**config.mk**
```make
export PLATFORM = sky130hd
export DESIGN_NAME = illum_vote_ctrl
export DESIGN_NICKNAME = d
export VERILOG_FILES = /design/src/rtl/illum_vote_pkg.sv /design/src/rtl/ivc_fifo.sv /design/src/rtl/ivc_datapath.sv /design/src/rtl/ivc_control.sv /design/src/rtl/illum_vote_ctrl.sv
export SDC_FILE = /design/constraint.sdc
export NUM_CORES = 2
export LEC_CHECK = 0
export BUFFER_PORTS_ARGS = -buffer_cell sky130_fd_sc_hd__clkbuf_2
export CORE_AREA = 2 2 348 437
export DETAILED_ROUTE_END_ITERATION = 16
export DIE_AREA = 0 0 350 439
export MAX_ROUTING_LAYER = met4
export PLACE_DENSITY = 0.67
export SLEW_MARGIN = 20
export SYNTH_ARGS = -nofsm -noshare
export SYNTH_HDL_FRONTEND = slang
export SYNTH_SLANG_ARGS = --single-unit
export TNS_END_PERCENT = 1
```
**constraint.sdc**
```tcl
create_clock -name clk -period 89.7 [get_ports clk]
set_clock_uncertainty 0.2 [all_clocks]
set_input_delay 13.455 -clock clk [delete_from_list [all_inputs] [get_ports clk]]
set_output_delay 13.455 -clock clk [all_outputs]
set_load 0.05 [all_outputs]
```
**src/rtl/illum_vote_pkg.sv**
```systemverilog
`timescale 1ns/1ps
package illum_vote_pkg;
  // Strobes from the sequencer to the counting and voting datapath
  typedef struct packed {
    logic acceptPix;  // take the FIFO head pixel into the histogram
    logic pickBin;    // pick the largest unpicked bin and let it vote
    logic clearAll;   // wipe all per-frame state
  } vote_strobe_t;

  localparam logic [1:0] STEP_HOLD = 2'b00;
  localparam logic [1:0] STEP_UP   = 2'b01;
  localparam logic [1:0] STEP_DOWN = 2'b11;
endpackage

```
**src/rtl/ivc_fifo.sv**
```systemverilog
`timescale 1ns/1ps
module ivc_fifo #(
  parameter int W     = 8,
  parameter int DEPTH = 4
) (
  input  logic         clk,
  input  logic         rst,
  input  logic         push,
  input  logic [W-1:0] pushData,
  input  logic         pop,
  output logic [W-1:0] popData,
  output logic         full,
  output logic         empty
);
  localparam int AW = (DEPTH > 1) ? $clog2(DEPTH) : 1;
  localparam int CW = $clog2(DEPTH + 1);

  logic [W-1:0]  mem [DEPTH];
  logic [AW-1:0] wrPtr, rdPtr;
  logic [CW-1:0] count;
  logic          doPush, doPop;

  assign full    = (count == CW'(DEPTH));
  assign empty   = (count == '0);
  assign doPush  = push && !full;
  assign doPop   = pop && !empty;
  assign popData = mem[rdPtr];

  always_ff @(posedge clk) begin
    if (doPush) mem[wrPtr] <= pushData;
  end

  always_ff @(posedge clk) begin
    if (rst) begin
      wrPtr <= '0;
      rdPtr <= '0;
      count <= '0;
    end else begin
      if (doPush) wrPtr <= (wrPtr == AW'(DEPTH - 1)) ? '0 : wrPtr + AW'(1);
      if (doPop)  rdPtr <= (rdPtr == AW'(DEPTH - 1)) ? '0 : rdPtr + AW'(1);
      case ({doPush, doPop})
        2'b10:   count <= count + CW'(1);
        2'b01:   count <= count - CW'(1);
        default: count <= count;
      endcase
    end
  end
endmodule

```
**src/rtl/ivc_datapath.sv**
```systemverilog
`timescale 1ns/1ps
module ivc_datapath
  import illum_vote_pkg::*;
#(
  parameter int NUM_BINS  = 30,
  parameter int PIXELS    = 4800,
  parameter int PHASE_W   = 12,
  parameter int CONF_W    = 12,
  parameter int BIN_MUL   = 3,
  parameter int BIN_SHIFT = 8,
  parameter int PCT_W     = 7,
  parameter int WT_W      = 8
) (
  input  logic                       clk,
  input  logic                       rst,
  input  vote_strobe_t               stb,
  input  logic [PHASE_W-1:0]         phase,
  input  logic [CONF_W-1:0]          conf,
  input  logic [NUM_BINS*CONF_W-1:0] confThresh,
  input  logic [PCT_W-1:0]           coverPct,
  input  logic signed [WT_W-1:0]     weightUp,
  input  logic signed [WT_W-1:0]     weightDown,
  output logic                       coverDone,
  output logic [1:0]                 stepCode
);
  localparam int CNT_W  = $clog2(PIXELS + 1);
  localparam int IDX_W  = $clog2(NUM_BINS);
  localparam int VOTE_W = $clog2(NUM_BINS + 1);
  localparam int PROD_W = PHASE_W + $clog2(BIN_MUL + 1);
  localparam int CMP_W  = CNT_W + PCT_W + 1;
  localparam int RAT_W  = CNT_W + 2;
  localparam int SC_W   = WT_W + VOTE_W + 2;

  logic [CNT_W-1:0]  histCnt [NUM_BINS];
  logic [CNT_W-1:0]  passCnt [NUM_BINS];
  logic [NUM_BINS-1:0] chosen;
  logic [CNT_W-1:0]  covered;
  logic [VOTE_W-1:0] nUp, nDown;

  // Per-bin thresholds unpacked from the flat configuration word
  logic [CONF_W-1:0] thrArr [NUM_BINS];
  for (genvar g = 0; g < NUM_BINS; g++) begin : g_thr
    assign thrArr[g] = confThresh[g*CONF_W +: CONF_W];
  end

  // Phase to bin: scale by a fixed reciprocal, then clamp to the last bin
  logic [PROD_W-1:0] binProd, binRaw;
  logic [IDX_W-1:0]  binIdx;
  logic              passNow;
  assign binProd = PROD_W'(phase) * PROD_W'(BIN_MUL);
  assign binRaw  = binProd >> BIN_SHIFT;
  assign binIdx  = (binRaw > PROD_W'(NUM_BINS - 1)) ? IDX_W'(NUM_BINS - 1) : binRaw[IDX_W-1:0];
  assign passNow = (conf >= thrArr[binIdx]);

  // Largest unpicked bin; strict compare keeps the lower index on ties
  logic [IDX_W-1:0] bestIdx;
  logic [CNT_W-1:0] bestVal;
  logic             bestFound;
  always_comb begin
    bestIdx   = '0;
    bestVal   = '0;
    bestFound = 1'b0;
    for (int b = 0; b < NUM_BINS; b++) begin
      if (!chosen[b] && (!bestFound || histCnt[b] > bestVal)) begin
        bestFound = 1'b1;
        bestIdx   = IDX_W'(b);
        bestVal   = histCnt[b];
      end
    end
  end

  // Ratio votes by cross-multiplication, no divider
  logic [RAT_W-1:0] pass4, total1, total3;
  logic             voteDown, voteUp;
  assign pass4    = RAT_W'(passCnt[bestIdx]) << 2;
  assign total1   = RAT_W'(bestVal);
  assign total3   = RAT_W'(bestVal) * RAT_W'(3);
  assign voteDown = (bestVal != '0) && (pass4 <= total1);
  assign voteUp   = (bestVal != '0) && (pass4 >= total3);

  // Coverage test against the programmed fraction of the frame
  logic [CMP_W-1:0] coverLhs, coverRhs;
  assign coverLhs  = CMP_W'(covered) * CMP_W'(100);
  assign coverRhs  = CMP_W'(coverPct) * CMP_W'(PIXELS);
  assign coverDone = (coverLhs >= coverRhs) || (&chosen);

  always_ff @(posedge clk) begin
    if (rst || stb.clearAll) begin
      for (int b = 0; b < NUM_BINS; b++) begin
        histCnt[b] <= '0;
        passCnt[b] <= '0;
      end
      chosen  <= '0;
      covered <= '0;
      nUp     <= '0;
      nDown   <= '0;
    end else begin
      if (stb.acceptPix) begin
        histCnt[binIdx] <= histCnt[binIdx] + CNT_W'(1);
        if (passNow) passCnt[binIdx] <= passCnt[binIdx] + CNT_W'(1);
      end
      if (stb.pickBin) begin
        chosen[bestIdx] <= 1'b1;
        covered         <= covered + bestVal;
        if (voteDown) nDown <= nDown + VOTE_W'(1);
        if (voteUp)   nUp   <= nUp + VOTE_W'(1);
      end
    end
  end

  // Weighted score and its sign
  logic signed [SC_W-1:0] score;
  assign score = SC_W'(weightUp) * SC_W'($signed({1'b0, nUp}))
               - SC_W'(weightDown) * SC_W'($signed({1'b0, nDown}));
  assign stepCode = (score == '0) ? STEP_HOLD : ((score < 0) ? STEP_DOWN : STEP_UP);
endmodule

```
**src/rtl/ivc_control.sv**
```systemverilog
`timescale 1ns/1ps
module ivc_control
  import illum_vote_pkg::*;
#(
  parameter int PIXELS = 4800
) (
  input  logic         clk,
  input  logic         rst,
  input  logic         inEmpty,
  input  logic         outFull,
  input  logic         coverDone,
  output vote_strobe_t stb,
  output logic         outPush
);
  localparam int PIX_W = $clog2(PIXELS);

  typedef enum logic [1:0] {ST_FILL, ST_SEARCH, ST_EMIT} ctl_state_e;
  ctl_state_e       state;
  logic [PIX_W-1:0] pixCnt;

  always_comb begin
    stb     = '0;
    outPush = 1'b0;
    case (state)
      ST_FILL:   stb.acceptPix = !inEmpty;
      ST_SEARCH: stb.pickBin   = !coverDone;
      ST_EMIT: begin
        outPush      = !outFull;
        stb.clearAll = !outFull;
      end
      default: ;
    endcase
  end

  always_ff @(posedge clk) begin
    if (rst) begin
      state  <= ST_FILL;
      pixCnt <= '0;
    end else begin
      case (state)
        ST_FILL: if (stb.acceptPix) begin
          if (pixCnt == PIX_W'(PIXELS - 1)) begin
            pixCnt <= '0;
            state  <= ST_SEARCH;
          end else begin
            pixCnt <= pixCnt + PIX_W'(1);
          end
        end
        ST_SEARCH: if (coverDone) state <= ST_EMIT;
        ST_EMIT:   if (outPush) state <= ST_FILL;
        default:   state <= ST_FILL;
      endcase
    end
  end
endmodule

```
**src/rtl/illum_vote_ctrl.sv**
```systemverilog
`timescale 1ns/1ps
module illum_vote_ctrl
  import illum_vote_pkg::*;
#(
  parameter int NUM_BINS  = 30,
  parameter int PIXELS    = 4800,
  parameter int PHASE_W   = 12,
  parameter int CONF_W    = 12,
  parameter int BIN_MUL   = 3,
  parameter int BIN_SHIFT = 8,
  parameter int PCT_W     = 7,
  parameter int WT_W      = 8,
  parameter int IN_DEPTH  = 4,
  parameter int OUT_DEPTH = 2
) (
  input  logic                       clk,
  input  logic                       rst,
  input  logic                       in_valid,
  output logic                       in_ready,
  input  logic [PHASE_W-1:0]         in_phase,
  input  logic [CONF_W-1:0]          in_conf,
  input  logic [NUM_BINS*CONF_W-1:0] cfg_conf_thresh,
  input  logic [PCT_W-1:0]           cfg_cover_pct,
  input  logic signed [WT_W-1:0]     cfg_weight_up,
  input  logic signed [WT_W-1:0]     cfg_weight_down,
  output logic                       out_valid,
  input  logic                       out_ready,
  output logic [1:0]                 out_step
);
  localparam int PIX_BITS = PHASE_W + CONF_W;

  vote_strobe_t        stb;
  logic                inFull, inEmpty, outFull, outEmpty, outPush, coverDone;
  logic [PIX_BITS-1:0] headPix;
  logic [1:0]          stepCode;

  assign in_ready  = !inFull;
  assign out_valid = !outEmpty;

  ivc_fifo #(.W(PIX_BITS), .DEPTH(IN_DEPTH)) u_inFifo (
    .clk(clk), .rst(rst),
    .push(in_valid), .pushData({in_phase, in_conf}),
    .pop(stb.acceptPix), .popData(headPix),
    .full(inFull), .empty(inEmpty)
  );

  ivc_control #(.PIXELS(PIXELS)) u_ctrl (
    .clk(clk), .rst(rst),
    .inEmpty(inEmpty), .outFull(outFull), .coverDone(coverDone),
    .stb(stb), .outPush(outPush)
  );

  ivc_datapath #(
    .NUM_BINS(NUM_BINS), .PIXELS(PIXELS), .PHASE_W(PHASE_W), .CONF_W(CONF_W),
    .BIN_MUL(BIN_MUL), .BIN_SHIFT(BIN_SHIFT), .PCT_W(PCT_W), .WT_W(WT_W)
  ) u_dp (
    .clk(clk), .rst(rst), .stb(stb),
    .phase(headPix[PIX_BITS-1:CONF_W]), .conf(headPix[CONF_W-1:0]),
    .confThresh(cfg_conf_thresh), .coverPct(cfg_cover_pct),
    .weightUp(cfg_weight_up), .weightDown(cfg_weight_down),
    .coverDone(coverDone), .stepCode(stepCode)
  );

  ivc_fifo #(.W(2), .DEPTH(OUT_DEPTH)) u_outFifo (
    .clk(clk), .rst(rst),
    .push(outPush), .pushData(stepCode),
    .pop(out_ready), .popData(out_step),
    .full(outFull), .empty(outEmpty)
  );
endmodule

```
==> flow_summary_export.csv <==
group,metric,value,unit
worst_setup_path,cp-end-kind,"register",
worst_setup_path,path_buf_inv,27,
sta,rsz0062_at_grt,"no",
sta,fin_crit_sh,91.83,%
hold_path,holdPathStages,2,
finish,fill_cells,13640,
sta,worst_pin_slew,1.291,ns
floorplanning,die_h,439,um
clock_network,cts.path.max_buffers,3,
worst_setup_path,worstSetupPathType,"register to register",
logic_synthesis,ys_seq_area_share,39.85,%
route,drtAntennaViolNets,0,
route,drt_iter0_drc,8647,
global_routing,grt_util_all_layers,41.59,%
route,firstDrtPassIters,9,
logic_synthesis,yosys-top-cells-area,"edfxtp_1 (38%), ha_1 (9.5%), nor2_1 (6.1%)",
route,wl_met3,31190,um
worst_setup_path,crit_family,"compound AO/OA/AOI/OAI gates",
logic_synthesis,yosysWarnings,0,
clock_network,root_buffer,"clkbuf_16",
logic_synthesis,synth.most_common_cell,"nor2_1",
logic_synthesis,ys_types,163,
sta,maxSlewViolCount,0,
clock_network,clk_pin_slew,0.06,ns
global_routing,globalRouteOverflowTotal,0,
clock_network,cts_hold_buffers,0,
finish,drive_gt1_share,12.43,%
finish,syn2layout_area_growth,10.52,%
placement,dpl.hpwl,230200,um
run,cap_violations,0,
worst_setup_path,path_max_fanout,33,
global_routing,grt_pass1_vias,66120,
logic_synthesis,ys_async_sr_fraction,0,%
worst_setup_path,slowest_delay,0.75,ns
outcome,status,"finished clean",
placement,portBuffers,414,
worst_setup_path,r2r_start,"u_dp.chosen[0]$_SDFFE_PP0P_",
clock_network,numCtsBuffers,106,
global_routing,antenna_found_initial,23,
clock_network,cts_tree,"done",
floorplanning,ioPinCount,415,
route,wirelength,315700,um
worst_setup_path,cp.depth,368,
worst_setup_path,crit_arrival,82.78,ns
finish,finalNetCount,9579,
route,wl_met1,111200,um
route,highest_layer,"met4",
hold_path,hp-start,"u_ctrl.pixCnt[1]$_SDFFE_PP0P_",
worst_setup_path,worst_path_most_repeated_cell,"a21oi_1",
finish,multiInputGateArea,0.04120,mm^2
route,drc,0,
logic_synthesis,synth_largest_area_cell,"edfxtp_1",
logic_synthesis,syn_area,0.07435,mm^2
sta,fin_setup_tns,0,ns
logic_synthesis,ys_ff_latch,1014,
route,routed_via_density,6.464,
logic_synthesis,synthTopCellsByCount,"nor2_1 (1210), nand2_1 (1002), edfxtp_1 (932), a21oi_1 (727), ha_1 (565)",
floorplanning,initial_utilization,49.77,%
global_routing,grt_max_degree,124,
route,vias,68800,
clock_network,cts_max_level,3,
floorplanning,rows,159,
logic_synthesis,synth_edf_count,932,
hold_path,min_path_type,"register to register",
worst_setup_path,critical_path_required,90.10,ns
clock_network,clkSinkCount,1014,
logic_synthesis,synthFlopType,"edfxtp_1",
sta,min_period,82.37,ns
finish,ff_latch_area,0.02963,mm^2
logic_synthesis,synth_top_area_share,37.64,%
logic_synthesis,synth.avg_cell_area,8.904,um^2
floorplanning,die_w,350,um
floorplanning,core-area,0.1494,mm^2
logic_synthesis,synth_cells,8350,
worst_setup_path,r2r_cells,368,
global_routing,grt_pass1_wl,451000,um
sta,slew-limit-headroom,13.95,%
placement,gp_congestion,1.077,
floorplanning,die_area,0.1537,mm^2
sta,setup_viol,0,
clock_network,insertion_delay,0.81,ns
route,wl_met2,145600,um
sta,max_freq,12.14,MHz
worst_setup_path,cp_slowest_cell,"or2_1",
route,routedWlPerCell,29.66,um
worst_setup_path,startpoint_type,"register",
sta,timing_hold_violations_final,0,
worst_setup_path,startpoint,"u_dp.chosen[0]$_SDFFE_PP0P_",
[kinds of logic after synthesis]
family / count (synthesis) / synth area share (%)
flip-flops: 1014 / 39.85
XOR/XNOR: 139 / 1.647
buffers and inverters: 1061 / 5.806
AND/OR/NAND/NOR: 3093 / 18.70
adder cells (fa/ha/maj): 657 / 11.97
multiplexers: 247 / 3.936
other: 1 / 0.005044
AO/OA/AOI/OAI: 2138 / 18.09
[flip-flops by register name (all words and copies together), names as in the netlist, 4 cells and up, named ones only]
register       flops
u_dp.nUp           5
u_dp.chosen       30
u_dp.nDown         5
u_dp.histCnt     416
u_outFifo.mem      4
u_inFifo.mem      96
u_dp.passCnt     416
u_ctrl.pixCnt     13
u_dp.covered      13
[final timing paths]
path	end	slack (ns)
worst max-delay path	u_dp.nUp[4]$_SDFFE_PP0P_	7.33
worst min-delay path	u_ctrl.pixCnt[1]$_SDFFE_PP0P_	0.27
worst max register to register	u_dp.nUp[4]$_SDFFE_PP0P_	7.33
worst min register to register	u_ctrl.pixCnt[1]$_SDFFE_PP0P_	0.27
[area by class of cell]
cell class / instances / area share (%)
diodes: 29 / 0.08831
clock buffers: 122 / 3.411
clock inverters: 75 / 1.025
inverters: 510 / 2.330
multi-input cells: 6326 / 50.14
flip-flops and latches: 1014 / 36.06
well taps: 2012 / 3.063
repair buffers: 554 / 3.889
[cell usage in the layout, fill, tap and decap left out, types with 76 or more instances in the layout]
cell and n:
nor2_1 1193, nand2_1 1000, edfxtp_1 932, a21oi_1 724, ha_1 564, inv_1 506
o21ai_0 420, clkbuf_2 414, nor2b_1 197, o22ai_1 181, a31oi_1 158, nand3_1 145
buf_4 133, mux2i_1 122, clkbuf_16 106, fa_1 91, mux2_2 85, and2_1 84
dfxtp_1 81, nand4_1 80, a21o_1 76
[tightest hold or removal path: stages, from the launching register on]
cell	delay, ns
dfxtp_1	0.32
nand2_1	0.06
a21oi_1	0.05
[stage by stage]
step	area (um^2)	setup WS [ns]	hold slack [ns]	cells	util [%]
5_1_grt	82170	0.2485	0.3023	10640	55.00
3_3_place_gp	78390	7.930	0.2543	10420	52.47
6_report	82180	7.327	0.2733	10640	55.00
3_5_place_dp	78400	7.301	0.2644	10420	52.47
4_1_cts	82040	6.970	0.2745	10610	54.91
2_1_floorplan	74540	15.66	0.2367	8401	-
[per-layer routing]
layer	up-vias	GRT usage [%]
li1	30180	-
met3	1130	8.594
met1	33110	47.37
met4	0	29.58
met5	-	-
met2	4379	65.31
[timing repair]
item / CTS / global route
endpoints found under the setup margin: 0 / 10
gates resized for setup: 0 / 3
buffers inserted: 0 / 0
Power is left out: the tool's default activity adds up to more than one toggle a clock period on the data nets, which glitch-free logic cannot reach.
